===== src/rtl/stsreg_pkg.sv =====
package stsreg_pkg;
  localparam int BYTE_W = 8;
  localparam int BITC_W = 4;

  typedef enum logic [2:0] {
    EN_IDLE,
    EN_DEV,
    EN_WORD,
    EN_WDAT,
    EN_ACK,
    EN_RDAT,
    EN_MACK
  } eng_st_t;
endpackage


===== src/rtl/sb_sync.sv =====
module sb_sync #(
  parameter int STAGES = 2
) (
  input  logic clk,
  input  logic rst_n,
  input  logic scl_i,
  input  logic sda_i,
  output logic scl_s,
  output logic sda_s,
  output logic scl_rise,
  output logic scl_fall,
  output logic start_ev,
  output logic stop_ev
);
  logic [STAGES-1:0] scl_pipe;
  logic [STAGES-1:0] sda_pipe;
  logic scl_q, sda_q;

  generate
    if (STAGES == 1) begin : g_one
      always_ff @(posedge clk) begin
        if (!rst_n) begin
          scl_pipe <= '1;
          sda_pipe <= '1;
        end else begin
          scl_pipe <= scl_i;
          sda_pipe <= sda_i;
        end
      end
    end else begin : g_many
      always_ff @(posedge clk) begin
        if (!rst_n) begin
          scl_pipe <= '1;
          sda_pipe <= '1;
        end else begin
          scl_pipe <= {scl_pipe[STAGES-2:0], scl_i};
          sda_pipe <= {sda_pipe[STAGES-2:0], sda_i};
        end
      end
    end
  endgenerate

  assign scl_s = scl_pipe[STAGES-1];
  assign sda_s = sda_pipe[STAGES-1];

  always_ff @(posedge clk) begin
    if (!rst_n) begin
      scl_q <= 1'b1;
      sda_q <= 1'b1;
    end else begin
      scl_q <= scl_s;
      sda_q <= sda_s;
    end
  end

  assign scl_rise = scl_s & ~scl_q;
  assign scl_fall = ~scl_s & scl_q;
  assign start_ev = scl_s & scl_q & sda_q & ~sda_s;
  assign stop_ev  = scl_s & scl_q & ~sda_q & sda_s;
endmodule


===== src/rtl/sb_engine.sv =====
module sb_engine
  import stsreg_pkg::*;
#(
  parameter logic [3:0] DEV_TYPE = 4'b1001
) (
  input  logic              clk,
  input  logic              rst_n,
  input  logic              scl_rise,
  input  logic              scl_fall,
  input  logic              start_ev,
  input  logic              stop_ev,
  input  logic              sda_s,
  input  logic              cs_n,
  input  logic [2:0]        addr_sel,
  input  logic [BYTE_W-1:0] rd_data,
  output logic [BYTE_W-1:0] word_addr,
  output logic              wr_stb,
  output logic [BYTE_W-1:0] wr_addr,
  output logic [BYTE_W-1:0] wr_data,
  output logic              ack_ev,
  output logic              sda_oe
);
  eng_st_t           st, after;
  logic [BITC_W-1:0] bitc;
  logic [BYTE_W-1:0] rx, tx;
  logic              mack;
  logic              dev_hit;

  assign dev_hit = (rx[7:4] == DEV_TYPE) && (rx[3:1] == addr_sel);

  always_ff @(posedge clk) begin
    if (!rst_n) begin
      st        <= EN_IDLE;
      after     <= EN_IDLE;
      bitc      <= '0;
      rx        <= '0;
      tx        <= '0;
      mack      <= 1'b0;
      word_addr <= '0;
      wr_stb    <= 1'b0;
      wr_addr   <= '0;
      wr_data   <= '0;
      ack_ev    <= 1'b0;
      sda_oe    <= 1'b0;
    end else begin
      ack_ev <= 1'b0;
      wr_stb <= 1'b0;
      if (cs_n) begin
        st     <= EN_IDLE;
        sda_oe <= 1'b0;
      end else if (start_ev) begin
        st     <= EN_DEV;
        bitc   <= '0;
        sda_oe <= 1'b0;
      end else if (stop_ev) begin
        st     <= EN_IDLE;
        sda_oe <= 1'b0;
      end else begin
        case (st)
          EN_DEV, EN_WORD, EN_WDAT: begin
            if (scl_rise && bitc != 4'd8) begin
              rx   <= {rx[BYTE_W-2:0], sda_s};
              bitc <= bitc + 4'd1;
            end else if (scl_fall && bitc == 4'd8) begin
              if (st == EN_DEV) begin
                if (dev_hit) begin
                  sda_oe <= 1'b1;
                  ack_ev <= 1'b1;
                  st     <= EN_ACK;
                  after  <= rx[0] ? EN_RDAT : EN_WORD;
                end else begin
                  st <= EN_IDLE;
                end
              end else if (st == EN_WORD) begin
                word_addr <= rx;
                sda_oe    <= 1'b1;
                ack_ev    <= 1'b1;
                st        <= EN_ACK;
                after     <= EN_WDAT;
              end else begin
                wr_stb    <= 1'b1;
                wr_addr   <= word_addr;
                wr_data   <= rx;
                word_addr <= word_addr + 8'd1;
                sda_oe    <= 1'b1;
                ack_ev    <= 1'b1;
                st        <= EN_ACK;
                after     <= EN_WDAT;
              end
            end
          end
          EN_ACK: begin
            if (scl_fall) begin
              bitc <= '0;
              st   <= after;
              if (after == EN_RDAT) begin
                tx     <= rd_data;
                sda_oe <= ~rd_data[BYTE_W-1];
              end else begin
                sda_oe <= 1'b0;
              end
            end
          end
          EN_RDAT: begin
            if (scl_rise) begin
              tx   <= tx << 1;
              bitc <= bitc + 4'd1;
            end else if (scl_fall) begin
              if (bitc == 4'd8) begin
                sda_oe <= 1'b0;
                st     <= EN_MACK;
              end else begin
                sda_oe <= ~tx[BYTE_W-1];
              end
            end
          end
          EN_MACK: begin
            if (scl_rise) begin
              mack <= ~sda_s;
              if (!sda_s) word_addr <= word_addr + 8'd1;
            end else if (scl_fall) begin
              if (mack) begin
                tx     <= rd_data;
                sda_oe <= ~rd_data[BYTE_W-1];
                bitc   <= '0;
                st     <= EN_RDAT;
              end else begin
                st <= EN_IDLE;
              end
            end
          end
          default: begin
            sda_oe <= 1'b0;
          end
        endcase
      end
    end
  end


  cs_release_chk: assert property (@(posedge clk) disable iff (!rst_n)
    cs_n |=> !sda_oe);


  oe_after_fall_chk: assert property (@(posedge clk) disable iff (!rst_n)
    $rose(sda_oe) |-> $past(scl_fall));
endmodule


===== src/rtl/sb_watchdog.sv =====
module sb_watchdog #(
  parameter int UNIT_CYCLES = 200_000_000
) (
  input  logic       clk,
  input  logic       rst_n,
  input  logic       kick,
  input  logic [1:0] sel,
  output logic       expired
);
  localparam int MAX_CYC = UNIT_CYCLES * 4;
  localparam int CW      = $clog2(MAX_CYC + 1);

  logic [CW-1:0] cnt;
  logic [CW-1:0] limit;

  always_comb begin
    case (sel)
      2'd1:    limit = CW'(UNIT_CYCLES);
      2'd2:    limit = CW'(UNIT_CYCLES * 2);
      2'd3:    limit = CW'(MAX_CYC);
      default: limit = CW'(MAX_CYC);
    endcase
  end

  always_ff @(posedge clk) begin
    if (!rst_n) begin
      cnt     <= '0;
      expired <= 1'b0;
    end else if (kick) begin
      cnt     <= '0;
      expired <= 1'b0;
    end else if (sel == 2'd0) begin
      cnt <= '0;
    end else if (!expired) begin
      if (cnt >= limit - CW'(1)) expired <= 1'b1;
      else                       cnt <= cnt + CW'(1);
    end
  end


  kick_clear_chk: assert property (@(posedge clk) disable iff (!rst_n)
    kick |=> !expired);


  off_never_chk: assert property (@(posedge clk) disable iff (!rst_n)
    $rose(expired) |-> $past(sel) != 2'd0);
endmodule


===== src/rtl/stsreg_slave.sv =====
module stsreg_slave
  import stsreg_pkg::*;
#(
  parameter int          WD_UNIT_CYCLES = 200_000_000,
  parameter int          SYNC_STAGES    = 2,
  parameter logic [3:0]  DEV_TYPE       = 4'b1001,
  parameter logic [7:0]  STS_WORD       = 8'h02
) (
  input  logic       clk,
  input  logic       rst_n,
  input  logic       scl_i,
  input  logic       sda_i,
  output logic       sda_oe,
  input  logic       cs_n,
  input  logic [2:0] dev_sel,
  input  logic       card_good_n,
  input  logic       sig_ready_n,
  input  logic       gate_fb,
  input  logic       in_reset,
  input  logic       mon2_bad,
  input  logic       mon1_bad,
  input  logic       card5_ok,
  input  logic       card3_ok,
  input  logic       pwr_en,
  input  logic [1:0] wd_sel,
  output logic       gate_req,
  output logic       wd_expired
);
  localparam int GATE_BIT = 5;

  logic scl_s, sda_s, scl_rise, scl_fall, start_ev, stop_ev;
  logic [BYTE_W-1:0] word_addr, wr_addr, wr_data, rd_data, status_w;
  logic wr_stb, ack_ev, cs_q, cs_edge;

  sb_sync #(.STAGES(SYNC_STAGES)) u_sync (
    .clk(clk), .rst_n(rst_n), .scl_i(scl_i), .sda_i(sda_i),
    .scl_s(scl_s), .sda_s(sda_s), .scl_rise(scl_rise), .scl_fall(scl_fall),
    .start_ev(start_ev), .stop_ev(stop_ev)
  );

  assign status_w = {card_good_n, sig_ready_n, gate_fb, in_reset,
                     mon2_bad, mon1_bad, card5_ok, card3_ok};
  assign rd_data  = (word_addr == STS_WORD) ? status_w : '0;

  sb_engine #(.DEV_TYPE(DEV_TYPE)) u_eng (
    .clk(clk), .rst_n(rst_n), .scl_rise(scl_rise), .scl_fall(scl_fall),
    .start_ev(start_ev), .stop_ev(stop_ev), .sda_s(sda_s), .cs_n(cs_n),
    .addr_sel(dev_sel), .rd_data(rd_data), .word_addr(word_addr),
    .wr_stb(wr_stb), .wr_addr(wr_addr), .wr_data(wr_data),
    .ack_ev(ack_ev), .sda_oe(sda_oe)
  );

  always_ff @(posedge clk) begin
    if (!rst_n) begin
      gate_req <= 1'b0;
      cs_q     <= 1'b1;
    end else begin
      cs_q <= cs_n;
      if (wr_stb && wr_addr == STS_WORD && !pwr_en)
        gate_req <= wr_data[GATE_BIT];
    end
  end

  assign cs_edge = cs_n ^ cs_q;

  sb_watchdog #(.UNIT_CYCLES(WD_UNIT_CYCLES)) u_wd (
    .clk(clk), .rst_n(rst_n), .kick(ack_ev | cs_edge), .sel(wd_sel),
    .expired(wd_expired)
  );


  gate_guard_chk: assert property (@(posedge clk) disable iff (!rst_n)
    !$stable(gate_req) |-> !$past(pwr_en));
endmodule


===== config.mk =====
export PLATFORM = sky130hd
export DESIGN_NAME = stsreg_slave
export DESIGN_NICKNAME = d
export VERILOG_FILES = /design/src/rtl/stsreg_pkg.sv /design/src/rtl/sb_sync.sv /design/src/rtl/sb_engine.sv /design/src/rtl/sb_watchdog.sv /design/src/rtl/stsreg_slave.sv
export SDC_FILE = /design/constraint.sdc
export NUM_CORES = 1
export LEC_CHECK = 0
export BUFFER_PORTS_ARGS = -buffer_cell sky130_fd_sc_hd__buf_2
export CAP_MARGIN = 10
export CORE_AREA = 2 2 151 94
export DETAILED_ROUTE_END_ITERATION = 10
export DIE_AREA = 0 0 153 96
export GPL_TIMING_DRIVEN = 0
export PLACE_DENSITY_LB_ADDON = 0.08
export SLEW_MARGIN = 20
export SYNTH_ARGS = -nofsm -noshare
export SYNTH_HDL_FRONTEND = slang
export SYNTH_SLANG_ARGS = --single-unit

===== constraint.sdc =====
create_clock -name clk -period 3.7 [get_ports clk]
set_input_delay 0.74 -clock clk [delete_from_list [all_inputs] [get_ports clk]]
set_output_delay 0.74 -clock clk [all_outputs]
set_load 0.05 [all_outputs]

## Yosys cells after proc, flatten, opt, wreduce, memory -nomap -nowiden

Index checks and enable logic that the tools add are counted.

- Register bits: 91
- Input bits: 19
- Output and inout port bits: 3
- Logic and storage cells: 188

- Add/subtract/negate cells: 4
- Order comparisons: 1
- Equality and inequality tests: 46
- Mux-type cells: 60
- Bitwise operators: 26
- Reductions and logical operators: 30

Operators by type and width:

| operator | count |
|---|---|
| 8-bit two-way mux | 13 |
| 30-bit case mux with 2 select lines | 1 |
| 9-bit AND reduction | 5 |
| 3-bit two-way mux | 14 |
| 4-bit two-way mux | 8 |
| 30-bit by 1-bit adder with 30-bit output (second input constant) | 1 |
| 30-bit >= comparator | 1 |
| 30-bit by 1-bit subtractor with 30-bit output (second input constant) | 1 |
| 8-bit case mux with 3 select lines | 1 |
| 2-bit by 1-bit != test with 1-bit output (second input constant) | 10 |
| 4-bit by 3-bit != test with 1-bit output (second input constant) | 5 |
| 1-bit two-way mux | 19 |
| 3-bit by 2-bit != test with 1-bit output (second input constant) | 6 |
| 1-bit NOT | 17 |
| 8-bit by 2-bit equality test with 1-bit output (second input constant) | 2 |
| 4-bit != test (second input constant) | 4 |
| 4-bit case mux with 4 select lines | 1 |
| 8-bit case mux with 2 select lines | 1 |
| 3-bit equality test (second input constant) | 4 |
| 2-bit != test (second input constant) | 6 |
| 3-bit case mux with 4 select lines | 1 |
| 10-bit AND reduction | 1 |
| 5-bit AND reduction | 2 |
| 8-bit by 1-bit adder with 8-bit output (second input constant) | 1 |
| other kinds (28) | 42 |

## Longest topological paths before layout

Gate-level depths: netlist of run 1.

- Word-level depth: 9
- Mapped depth: 11
- Gate-level depth less buffers: 10

## Modules after synthesis

Synthesis of run 1 repeated with hierarchy kept, for this count alone.

- Cells, all modules: 585
- Area total of the unflattened synthesis: 5037.3 um^2

Modules (own cells, without submodules):

| module | times used | cells each | area each (um^2) |
|---|---|---|---|
| sb_engine | 1 | 313 | 2725.1 |
| sb_watchdog | 1 | 234 | 1938.1 |
| sb_sync | 1 | 16 | 190.2 |
| stsreg_slave | 1 | 22 | 183.9 |

## Least setup slack after synthesis of run 1

Ideal clock, no wire load.

- Path kind: input to register
- Start: input wd_sel[0]
- End: register u_wd.cnt[28]
- Data arrival time: 2898 ps
- Data required time: 3629 ps
- Slack: 731 ps
- Stages: 11
- Buffers on the path: 1
- Path through: inv_1 > ha_1 > inv_1 > ha_1 > a21oi_1 > nor3_1 > o311ai_4 > nand3_4 > buf_6 > or4_1 > a21oi_1

- Word-level cells in the longest chain between the ends: 6
- Elaborated cells on any way between the ends: 9
- Classes of those cells: add/sub: 1; order compare: 1; eq/ne: 2; mux: 1; bitwise: 1; reduce/logical: 3

Ends and longest elaborated chain:

| element | RTL line | source |
|---|---|---|
| start, declared | stsreg_slave.sv:25 | `input logic [1:0] wd_sel,` |
| 2-bit equality test / 2-bit by 1-bit equality test with 1-bit output (equally long branches) | sb_watchdog.sv:17 | `case (sel)` |
| 30-bit case mux with 2 select lines | sb_watchdog.sv:17 |  |
| 30-bit by 1-bit subtractor with 30-bit output | sb_watchdog.sv:35 | `if (cnt >= limit - CW'(1)) expired <= 1'b1;` |
| 30-bit >= comparator | sb_watchdog.sv:35 |  |
| 1-bit NOT (no source line) | -- |  |
| 2-bit AND reduction (no source line) | -- |  |
| end signal, assigned | sb_watchdog.sv:36 | `else cnt <= cnt + CW'(1);` |
| end, declared | sb_watchdog.sv:13 | `logic [CW-1:0] cnt;` |

Parallel ways exist; a longest one is shown, timed or not.
A chain may end at the register's enable or synchronous reset.

## Worst setup path in the final report of run 1

- Start: input wd_sel[0]
- End: register u_wd.cnt[12]

Same word-level chain as after synthesis.

==> results of run 1 <==
==> Yosys cell counts, types with 7 or more instances <==
cell / count
sky130_fd_sc_hd__o21ai_0: 20
sky130_fd_sc_hd__nor3_1: 11
sky130_fd_sc_hd__inv_1: 25
sky130_fd_sc_hd__nand2b_1: 16
sky130_fd_sc_hd__nand2_1: 46
sky130_fd_sc_hd__nand3_1: 30
sky130_fd_sc_hd__ha_1: 20
sky130_fd_sc_hd__and3_1: 7
sky130_fd_sc_hd__a21oi_1: 51
sky130_fd_sc_hd__nor2_1: 51
sky130_fd_sc_hd__xor2_1: 7
sky130_fd_sc_hd__or3_1: 13
sky130_fd_sc_hd__a22oi_1: 8
sky130_fd_sc_hd__nand4_1: 8
sky130_fd_sc_hd__dfxtp_1: 86
sky130_fd_sc_hd__clkbuf_1: 17
sky130_fd_sc_hd__a211oi_1: 9
sky130_fd_sc_hd__nor4_1: 10
sky130_fd_sc_hd__mux2i_1: 15
sky130_fd_sc_hd__or4_1: 14
sky130_fd_sc_hd__or2_2: 7
sky130_fd_sc_hd__o31ai_1: 12
==> area by class of cell <==
type | instances | area, µm² | area share
Inverter | 25 | 93.8 | 0.0181
Buffer | 24 | 104 | 0.0200
Tap cell | 175 | 219 | 0.0422
Timing Repair Buffer | 21 | 105 | 0.0203
Clock buffer | 11 | 233 | 0.0449
Multi-Input combinational cell | 420 | 2690 | 0.518
Clock inverter | 4 | 25.0 | 0.00483
Sequential cell | 86 | 1720 | 0.332
==> routing by layer <==
| layer | up-vias | part of all wire | GRT usage |
|---|---|---|---|
| met2 | 92 | 0.37 | 0.230 |
| met1 | 2028 | 0.57 | 0.284 |
| met3 | 11 | 0.053 | 0.0468 |
| met4 | 0 | 0.0077 | 0.0378 |
| met5 | - | 0 | 0 |
| li1 | 2093 | - | - |
==> kinds of logic (layout without fill, tap and decap cells) <==
family / Yosys count / after routing / share of synthesized area
and+or+nand+nor: 238 / 238 / 0.278
AOI/OAI and AO/OA: 136 / 136 / 0.198
DFF: 86 / 86 / 0.374
buffers and inverters: 49 / 85 / 0.0430
adders and majority gates: 21 / 21 / 0.0569
muxes: 15 / 15 / 0.0326
xor gates and xnor gates: 9 / 9 / 0.0171
other: 1 / 1 / 0.000815
==> final timing paths <==
kind              cells after the start  slack, ns                             to
setup / recovery                     12       0.46      u_wd.cnt[12]$_SDFFE_PP0P_
hold reg to reg                       1       0.41  u_sync.scl_pipe[1]$_SDFF_PN1_
hold / removal                        1       0.41  u_sync.scl_pipe[1]$_SDFF_PN1_
setup reg to reg                      8       1.04      u_wd.cnt[26]$_SDFFE_PP0P_
==> report_power, final <==
part           total, mW  switching [mW]  leakage, nW  internal [mW]
combinational     0.0900          0.0607        0.981         0.0293
clock              0.818           0.369        0.121          0.449
sequential         0.934         0.00357        0.694          0.931
==> flip-flops by register name (all words and copies together), names as in the netlist, 2 cells and up <==
name	count
u_eng.after	3
u_eng.bitc	4
u_eng.rx	8
u_eng.st	3
u_eng.tx	8
u_eng.word_addr	8
u_eng.wr_addr	8
u_sync.scl_pipe	2
u_sync.sda_pipe	2
u_wd.cnt	30
==> out/qor.txt, run 1 <==
RUN STATUS
----------------------------------------------------------------------------------------
Outcome                                                                        completed

LOGIC SYNTHESIS
----------------------------------------------------------------------------------------
Unique masters post-synth                                                             68
Cell type with the highest aggregate area in the netlist                    sky130_fd_sc_hd__dfxtp_1
Syn_nets                                                                             594
Area share of the leading cell type in the synthesized netlist                     0.374
Number of warning messages in the yosys log                                            0
Average instance area after synthesis                                           8.29 µm²
Register bit count reported by yosys                                                  86
Combined area of all synthesized cells                                          4600 µm²
Mapped Cells                                                                         555
Share of synthesized area occupied by flip-flops and latches                       0.374
Cell types occupying the most area after synthesis                          sky130_fd_sc_hd__dfxtp_1 37%, sky130_fd_sc_hd__a21oi_1 5.5%, sky130_fd_sc_hd__ha_1 5.4%, sky130_fd_sc_hd__nor2_1 4.2%, sky130_fd_sc_hd__nand2_1 3.8%
Post-synth EDFFs                                                                       0
Main synth FF type                                                          sky130_fd_sc_hd__dfxtp_1
Post-synthesis async set-or-reset flop share                                           0

CRITICAL PATH
----------------------------------------------------------------------------------------
CP endpoint kind                                                                    flop
Cell at the slowest stage of the critical path                              sky130_fd_sc_hd__clkbuf_1
Biggest cell delay along the critical path                                       0.51 ns
Startpoint type of the worst setup path                                       input port
Crit path max-delay family                                                  compound AO/OA/AOI/OAI gates
Bufs and invs on worst path                                                            4
Required @ worst endpoint                                                        3.93 ns
Critical path, cell by cell                                                 buf_2, inv_1, ha_1, inv_1, ha_1, nand2_1, o31ai_2, o2111ai_2, nand3_4, clkbuf_1, nor4_1, o21a_1
Maximum fanout along the worst path                                                   10
Data arrival time of the worst path                                              3.47 ns
Start of the worst register-to-register path                                u_wd.cnt[19]$_SDFFE_PP0P_
Critical setup path kind                                                          in2reg
Critical path origin                                                           wd_sel[0]

CTS
----------------------------------------------------------------------------------------
Setup Buffers After CTS                                                                0
Clock net sink count                                                                  86
Clock tree from TritonCTS                                                           done
Clock tree root driver cell                                                 sky130_fd_sc_hd__clkbuf_16
Clock Latency Late Sink                                                          0.34 ns
Clock slew at reported path FFs                                                  0.06 ns
Resize count post-CTS                                                                  0
CTS H-tree depth                                                                       3
Hold buffer count at CTS                                                               0
Number of buffers inserted during clock tree synthesis                                 9
Clock Tree Buf Depth                                                                   2

FLOORPLAN
----------------------------------------------------------------------------------------
Die Area                                                                      14,700 µm²
Die Width                                                                         153 µm
Area of the core                                                              13,300 µm²
Die height                                                                         96 µm
Row Count                                                                             33
Number of placed I/O pins                                                             22
Effective utilization at floorplan                                                 0.345

PLACE
----------------------------------------------------------------------------------------
Total placed instance area                                                      4920 µm²
Total of buffers placed on input and output ports                                     21
RePlAce Congestion                                                                 0.903
DP HPWL                                                                          9600 µm
Total placed cells including tap cells                                               751
Minimum setup slack after placement                                             0.171 ns

FINISH
----------------------------------------------------------------------------------------
Final cell area excluding filler cells                                          5190 µm²
Fin nets                                                                             626
Number of antenna repair diodes                                                        0
Area growth syn-to-layout                                                          12.8%
Commonest non-fill, non-tap cells in the layout                             86 x sky130_fd_sc_hd__dfxtp_1, 51 x sky130_fd_sc_hd__nor2_1, 51 x sky130_fd_sc_hd__a21oi_1
Final standard cell utilization of the core                                        0.389
Layout Cells excl Fill                                                               766
Final-layout fill cell count                                                       1,374
Proportion of layout cells with a drive suffix above 1                             0.110
Most common library cell in the layout ignoring fill and taps               sky130_fd_sc_hd__dfxtp_1

WORST HOLD PATH
----------------------------------------------------------------------------------------
Worst min path class                                                             reg2reg
Launch instance of the worst min-delay path                                 u_sync.scl_pipe[0]$_SDFF_PN1_

GLOBAL ROUTE
----------------------------------------------------------------------------------------
Maximum number of pins on one net before global-route repair                          14
Tot GR Track Use                                                                   0.178
Number of antenna violations at the first check in global routing                      0
Global-route wire length before repair                                         20,600 µm
Sum of overflow across all layers after global routing                                 0
Number of global-route vias before repair                                          3,811

POWER
----------------------------------------------------------------------------------------
Power Dens Cells                                                              355 nW/µm²
Leakage power                                                                    1.80 nW
Final Total Pwr                                                                  1.84 mW
IR drop worst, VDD                                                            0.000181 V

TIMING
----------------------------------------------------------------------------------------
Final hold slack                                                                0.412 ns
Summed negative setup slack over all endpoints                                      0 ns
Achievable Freq                                                                  308 MHz
Setup repair after global routing missed its margin                                   no
Setup-failing EPs final                                                                0
Portion of the clock cycle consumed by the worst path in the final layout          0.876
Worst relative slew slack                                                          0.456
Final hold viol count                                                                  0
Count of pins over their slew limit                                                    0
Final worst path period need                                                     3.24 ns
Setup clock skew after layout                                                 0.00600 ns
Worst setup margin                                                              0.457 ns
Worst Tran Pin Value                                                            0.795 ns

DETAILED ROUTING
----------------------------------------------------------------------------------------
First DRT Iteration DRCs                                                             379
Total via count in the routed design                                               4,224
Detail Route Antenna Nets                                                              0
Vias per inst                                                                       5.51
Final wirelength                                                               12,800 µm
Detail-routed net length per standard cell                                       16.7 µm
Post-detailed-route DRC marker count                                                   0
Initial DRT Pass Iterations                                                            5

JOB
----------------------------------------------------------------------------------------
Max_cap viols                                                                          0

(Power assumes the default switching activity.)
==> run 2: changes to the inputs <==
Settings changed: ABC_AREA set to 1, CAP_MARGIN 10 to not set, CORE_AREA 2 2 151 94 to 2 2 160 100, DIE_AREA 0 0 153 96 to 0 0 162 102, SETUP_SLACK_MARGIN set to 0.02.
==> run 2 against run 1 <==
Die area increased by 13%. Sequential share of layout area down 3.7 points. Via count up 20%. Core utilization grew 0.085 points. Critical endpoint is now u_wd.cnt[29]$_SDFFE_PP0P_. Highest routed layer unchanged.
==> out/qor.txt, run 2 <==
RUN STATUS
----------------------------------------------------------------------------------------
Outcome                                                                        completed   unchanged

GLOBAL ROUTE
----------------------------------------------------------------------------------------
Number of global-route vias before repair                                          4,668   was 3,811
Number of antenna violations at the first check in global routing                      0   unchanged
Sum of overflow across all layers after global routing                                 0   unchanged
Routing usage on met1                                                              0.298   was 0.284
Global-route wire length before repair                                         23,900 µm   was 20,600 µm
Global Route met3 Usage                                                           0.0373   was 0.0468
Tot GR Track Use                                                                   0.185   was 0.178
Global routing met2 resource utilization                                           0.246   was 0.230
Gr busiest metal                                                                    met1   unchanged
Maximum number of pins on one net before global-route repair                          16   was 14

FINISH
----------------------------------------------------------------------------------------
Final standard cell utilization of the core                                        0.390   was 0.389
Number of antenna repair diodes                                                        0   unchanged
Largest register by flop count                                                  u_wd.cnt   unchanged
Proportion of layout cells with a drive suffix above 1                             0.110   about the same
Area growth syn-to-layout                                                          12.8%   about the same
Most common library cell in the layout ignoring fill and taps               sky130_fd_sc_hd__nand2_1   was sky130_fd_sc_hd__dfxtp_1
Fin nets                                                                             880   was 626
Final-layout fill cell count                                                       1,618   was 1,374
Flip-flop count of the largest register after layout                                  30   unchanged
Commonest non-fill, non-tap cells in the layout                             186 x sky130_fd_sc_hd__nand2_1, 131 x sky130_fd_sc_hd__nor2_1, 109 x sky130_fd_sc_hd__inv_1   was 86 x sky130_fd_sc_hd__dfxtp_1, 51 x sky130_fd_sc_hd__nor2_1, 51 x sky130_fd_sc_hd__a21oi_1

CRITICAL PATH
----------------------------------------------------------------------------------------
Logic depth of the worst register-to-register path                                    11   was 8
Startpoint type of the worst setup path                                       input port   unchanged
Setup slack of the most critical reg-to-reg path                                 1.53 ns   was 1.04 ns
CP endpoint kind                                                                    flop   unchanged
Maximum fanout along the worst path                                                   10   unchanged
Reg2reg end                                                                 u_wd.cnt[29]$_SDFFE_PP0P_   was u_wd.cnt[26]$_SDFFE_PP0P_
Data arrival time of the worst path                                              2.89 ns   was 3.47 ns
Required @ worst endpoint                                                        3.94 ns   was 3.93 ns
Start of the worst register-to-register path                                u_wd.cnt[19]$_SDFFE_PP0P_   unchanged
Critical setup path kind                                                          in2reg   unchanged

TIMING
----------------------------------------------------------------------------------------
Achievable Freq                                                                  376 MHz   was 308 MHz
Setup repair after global routing missed its margin                                   no   unchanged
Worst setup margin                                                               1.04 ns   was 0.457 ns
Count of pins over their slew limit                                                    0   unchanged
Final hold viol count                                                                  0   unchanged
Setup clock skew after layout                                                 0.00678 ns   was 0.00600 ns
Final hold slack                                                                0.414 ns   was 0.412 ns
Worst Tran Pin Value                                                            0.673 ns   was 0.795 ns
Worst relative slew slack                                                          0.551   was 0.456
Portion of the clock cycle consumed by the worst path in the final layout          0.718   was 0.876
Final worst path period need                                                     2.66 ns   was 3.24 ns
Summed negative setup slack over all endpoints                                      0 ns   unchanged
Setup-failing EPs final                                                                0   unchanged

LOGIC SYNTHESIS
----------------------------------------------------------------------------------------
Register bit count reported by yosys                                                  86   unchanged
Average instance area after synthesis                                           6.39 µm²   was 8.29 µm²
Area share of the leading cell type in the synthesized netlist                     0.333   was 0.374
Number of warning messages in the yosys log                                            0   unchanged
Main synth FF type                                                          sky130_fd_sc_hd__dfxtp_1   unchanged
Mapped Cells                                                                         810   was 555
Top-count cell post-synth                                                   sky130_fd_sc_hd__nand2_1   was sky130_fd_sc_hd__dfxtp_1
Post-synth EDFFs                                                                       0   unchanged
Commonest cells post-synth                                                  186 x sky130_fd_sc_hd__nand2_1, 131 x sky130_fd_sc_hd__nor2_1, 109 x sky130_fd_sc_hd__inv_1, 86 x sky130_fd_sc_hd__dfxtp_1, 70 x sky130_fd_sc_hd__nand3_1   was 86 x sky130_fd_sc_hd__dfxtp_1, 51 x sky130_fd_sc_hd__a21oi_1, 51 x sky130_fd_sc_hd__nor2_1, 46 x sky130_fd_sc_hd__nand2_1, 30 x sky130_fd_sc_hd__nand3_1
Share of synthesized area occupied by flip-flops and latches                       0.333   was 0.374
Unique masters post-synth                                                             45   was 68
Syn_nets                                                                             849   was 594
Cell type with the highest aggregate area in the netlist                    sky130_fd_sc_hd__dfxtp_1   unchanged
Cell types occupying the most area after synthesis                          sky130_fd_sc_hd__dfxtp_1 33%, sky130_fd_sc_hd__nand2_1 13%, sky130_fd_sc_hd__nor2_1 9.5%, sky130_fd_sc_hd__inv_1 7.9%, sky130_fd_sc_hd__nand3_1 6.8%   was sky130_fd_sc_hd__dfxtp_1 37%, sky130_fd_sc_hd__a21oi_1 5.5%, sky130_fd_sc_hd__ha_1 5.4%, sky130_fd_sc_hd__nor2_1 4.2%, sky130_fd_sc_hd__nand2_1 3.8%
Post-synthesis async set-or-reset flop share                                           0   unchanged
Combined area of all synthesized cells                                          5170 µm²   was 4600 µm²

POWER
----------------------------------------------------------------------------------------
Internal Pwr Total                                                               1.55 mW   was 1.41 mW
Power Dens Cells                                                              358 nW/µm²   was 355 nW/µm²
Sequential Power Share                                                             0.458   was 0.507
IR drop worst, VDD                                                            0.000174 V   was 0.000181 V
Logic pwr share                                                                    0.088   was 0.049
Switching part of the total power                                                  0.259   was 0.235
Leakage power                                                                    2.51 nW   was 1.80 nW
Total net switching power                                                       0.540 mW   was 0.433 mW
Clock network fraction of design power                                             0.454   was 0.444

PLACE
----------------------------------------------------------------------------------------
Total of buffers placed on input and output ports                                     20   was 21
Minimum setup slack after placement                                             0.711 ns   was 0.171 ns
DP HPWL                                                                        11,400 µm   was 9600 µm
RePlAce Congestion                                                                 0.894   was 0.903

CTS
----------------------------------------------------------------------------------------
Number of buffers inserted during clock tree synthesis                                 9   unchanged
Clock net sink count                                                                  86   unchanged
Clock Tree Buf Depth                                                                   2   unchanged
CTS H-tree depth                                                                       3   unchanged
Clock slew at reported path FFs                                                  0.07 ns   was 0.06 ns
Clock tree from TritonCTS                                                           done   unchanged
Clock tree root driver cell                                                 sky130_fd_sc_hd__clkbuf_16   unchanged
Setup Buffers After CTS                                                                0   unchanged
Clock Latency Late Sink                                                          0.34 ns   about the same
Hold buffer count at CTS                                                               0   unchanged
Resize count post-CTS                                                                  0   unchanged

DETAILED ROUTING
----------------------------------------------------------------------------------------
First DRT Iteration DRCs                                                             482   was 379
Vias per inst                                                                       4.85   was 5.51
Initial DRT Pass Iterations                                                            5   unchanged
Post-detailed-route DRC marker count                                                   0   unchanged
Total via count in the routed design                                               5,087   was 4,224
Detail Route Antenna Nets                                                              0   unchanged
Detail-routed net length per standard cell                                       13.9 µm   was 16.7 µm
Final wirelength                                                               14,600 µm   was 12,800 µm

WORST HOLD PATH
----------------------------------------------------------------------------------------
Worst min path class                                                             reg2reg   unchanged
Terminating pin of the worst hold path                                      u_sync.sda_pipe[1]$_SDFF_PN1_   was u_sync.scl_pipe[1]$_SDFF_PN1_
Worst Hold Depth                                                                       1   unchanged
Launch instance of the worst min-delay path                                 u_sync.sda_pipe[0]$_SDFF_PN1_   was u_sync.scl_pipe[0]$_SDFF_PN1_

FLOORPLAN
----------------------------------------------------------------------------------------
Die height                                                                        102 µm   was 96 µm
Number of placed I/O pins                                                             22   unchanged
Die Width                                                                         162 µm   was 153 µm
Area of the core                                                              15,000 µm²   was 13,300 µm²
Die Area                                                                      16,500 µm²   was 14,700 µm²
Row Count                                                                             35   was 33
Effective utilization at floorplan                                                 0.346   was 0.345

JOB
----------------------------------------------------------------------------------------
Max_cap viols                                                                          0   unchanged

[run 2: cell families after synthesis]
| logic type | share of synthesized area |
|---|---|
| compound gates | 0.112 |
| xor+xnor | 0.0152 |
| fa+ha+maj | 0.0484 |
| buf+inv | 0.108 |
| flops | 0.333 |
| other cells | 0.000725 |
| simple gates | 0.383 |
[run 2: cell type report]
type	count	area (µm²)	area share
buffer	19	97.6	0.0167
inverter	123	462	0.0791
clock inverter	6	68.8	0.0118
clock buffer	10	239	0.0409
multi-input combinational	582	2890	0.496
tap	203	254	0.0435
timing repair buffer	20	100	0.0171
sequential	86	1720	0.295
[run 2: critical path, cell delays in order]
cell and delay, ns:
sky130_fd_sc_hd__buf_2 0.09, sky130_fd_sc_hd__inv_1 0.05, sky130_fd_sc_hd__ha_1 0.47, sky130_fd_sc_hd__inv_2 0.12, sky130_fd_sc_hd__ha_1 0.31, sky130_fd_sc_hd__nand2_1 0.05, sky130_fd_sc_hd__nor2_1 0.28, sky130_fd_sc_hd__nand2_1 0.15
sky130_fd_sc_hd__nor2_2 0.14, sky130_fd_sc_hd__nor2_4 0.06, sky130_fd_sc_hd__buf_2 0.20, sky130_fd_sc_hd__a21oi_1 0.16, sky130_fd_sc_hd__nor2_1 0.06
[run 2: metrics by stage]
step	cells	area, µm²	power, mW
after floorplan	810	5170	1.10
final	1049	5840	2.09
after detailed placement	1033	5530	1.16
after global routing	1049	5840	2.18
after global placement	1033	5530	1.15
after CTS	1049	5840	2.12
[run 2: how the worst max path moves through the flow]
stage,to,slack (ns),startpoint,cells after the start
floorplan,u_wd.cnt[0]$_SDFFE_PP0P_,1.28,wd_sel[0],15
global placement,u_wd.cnt[0]$_SDFFE_PP0P_,0.72,wd_sel[0],16
detailed placement,u_wd.cnt[1]$_SDFFE_PP0P_,0.71,wd_sel[0],17
CTS,u_wd.cnt[1]$_SDFFE_PP0P_,1.07,wd_sel[0],17
global route,u_wd.cnt[2]$_SDFFE_PP0P_,0.81,wd_sel[0],16
finish,u_wd.cnt[29]$_SDFFE_PP0P_,1.04,wd_sel[0],13
[run 2: power by group through the flow]
stage                     clock network [mW]  logic (mW)  registers, mW
final                                  0.948       0.184          0.956
after floorplan                            0       0.126          0.976
after CTS                              0.977       0.183          0.956
after global placement                     0       0.177          0.977
after global routing                    1.01       0.207          0.958
after detailed placement                   0       0.182          0.977
[run 2: metal layers]
metal	wire length (µm)	part of all wire
met5	0	0
met4	94	0.0064
met3	1010	0.069
met2	5230	0.36
met1	8260	0.57
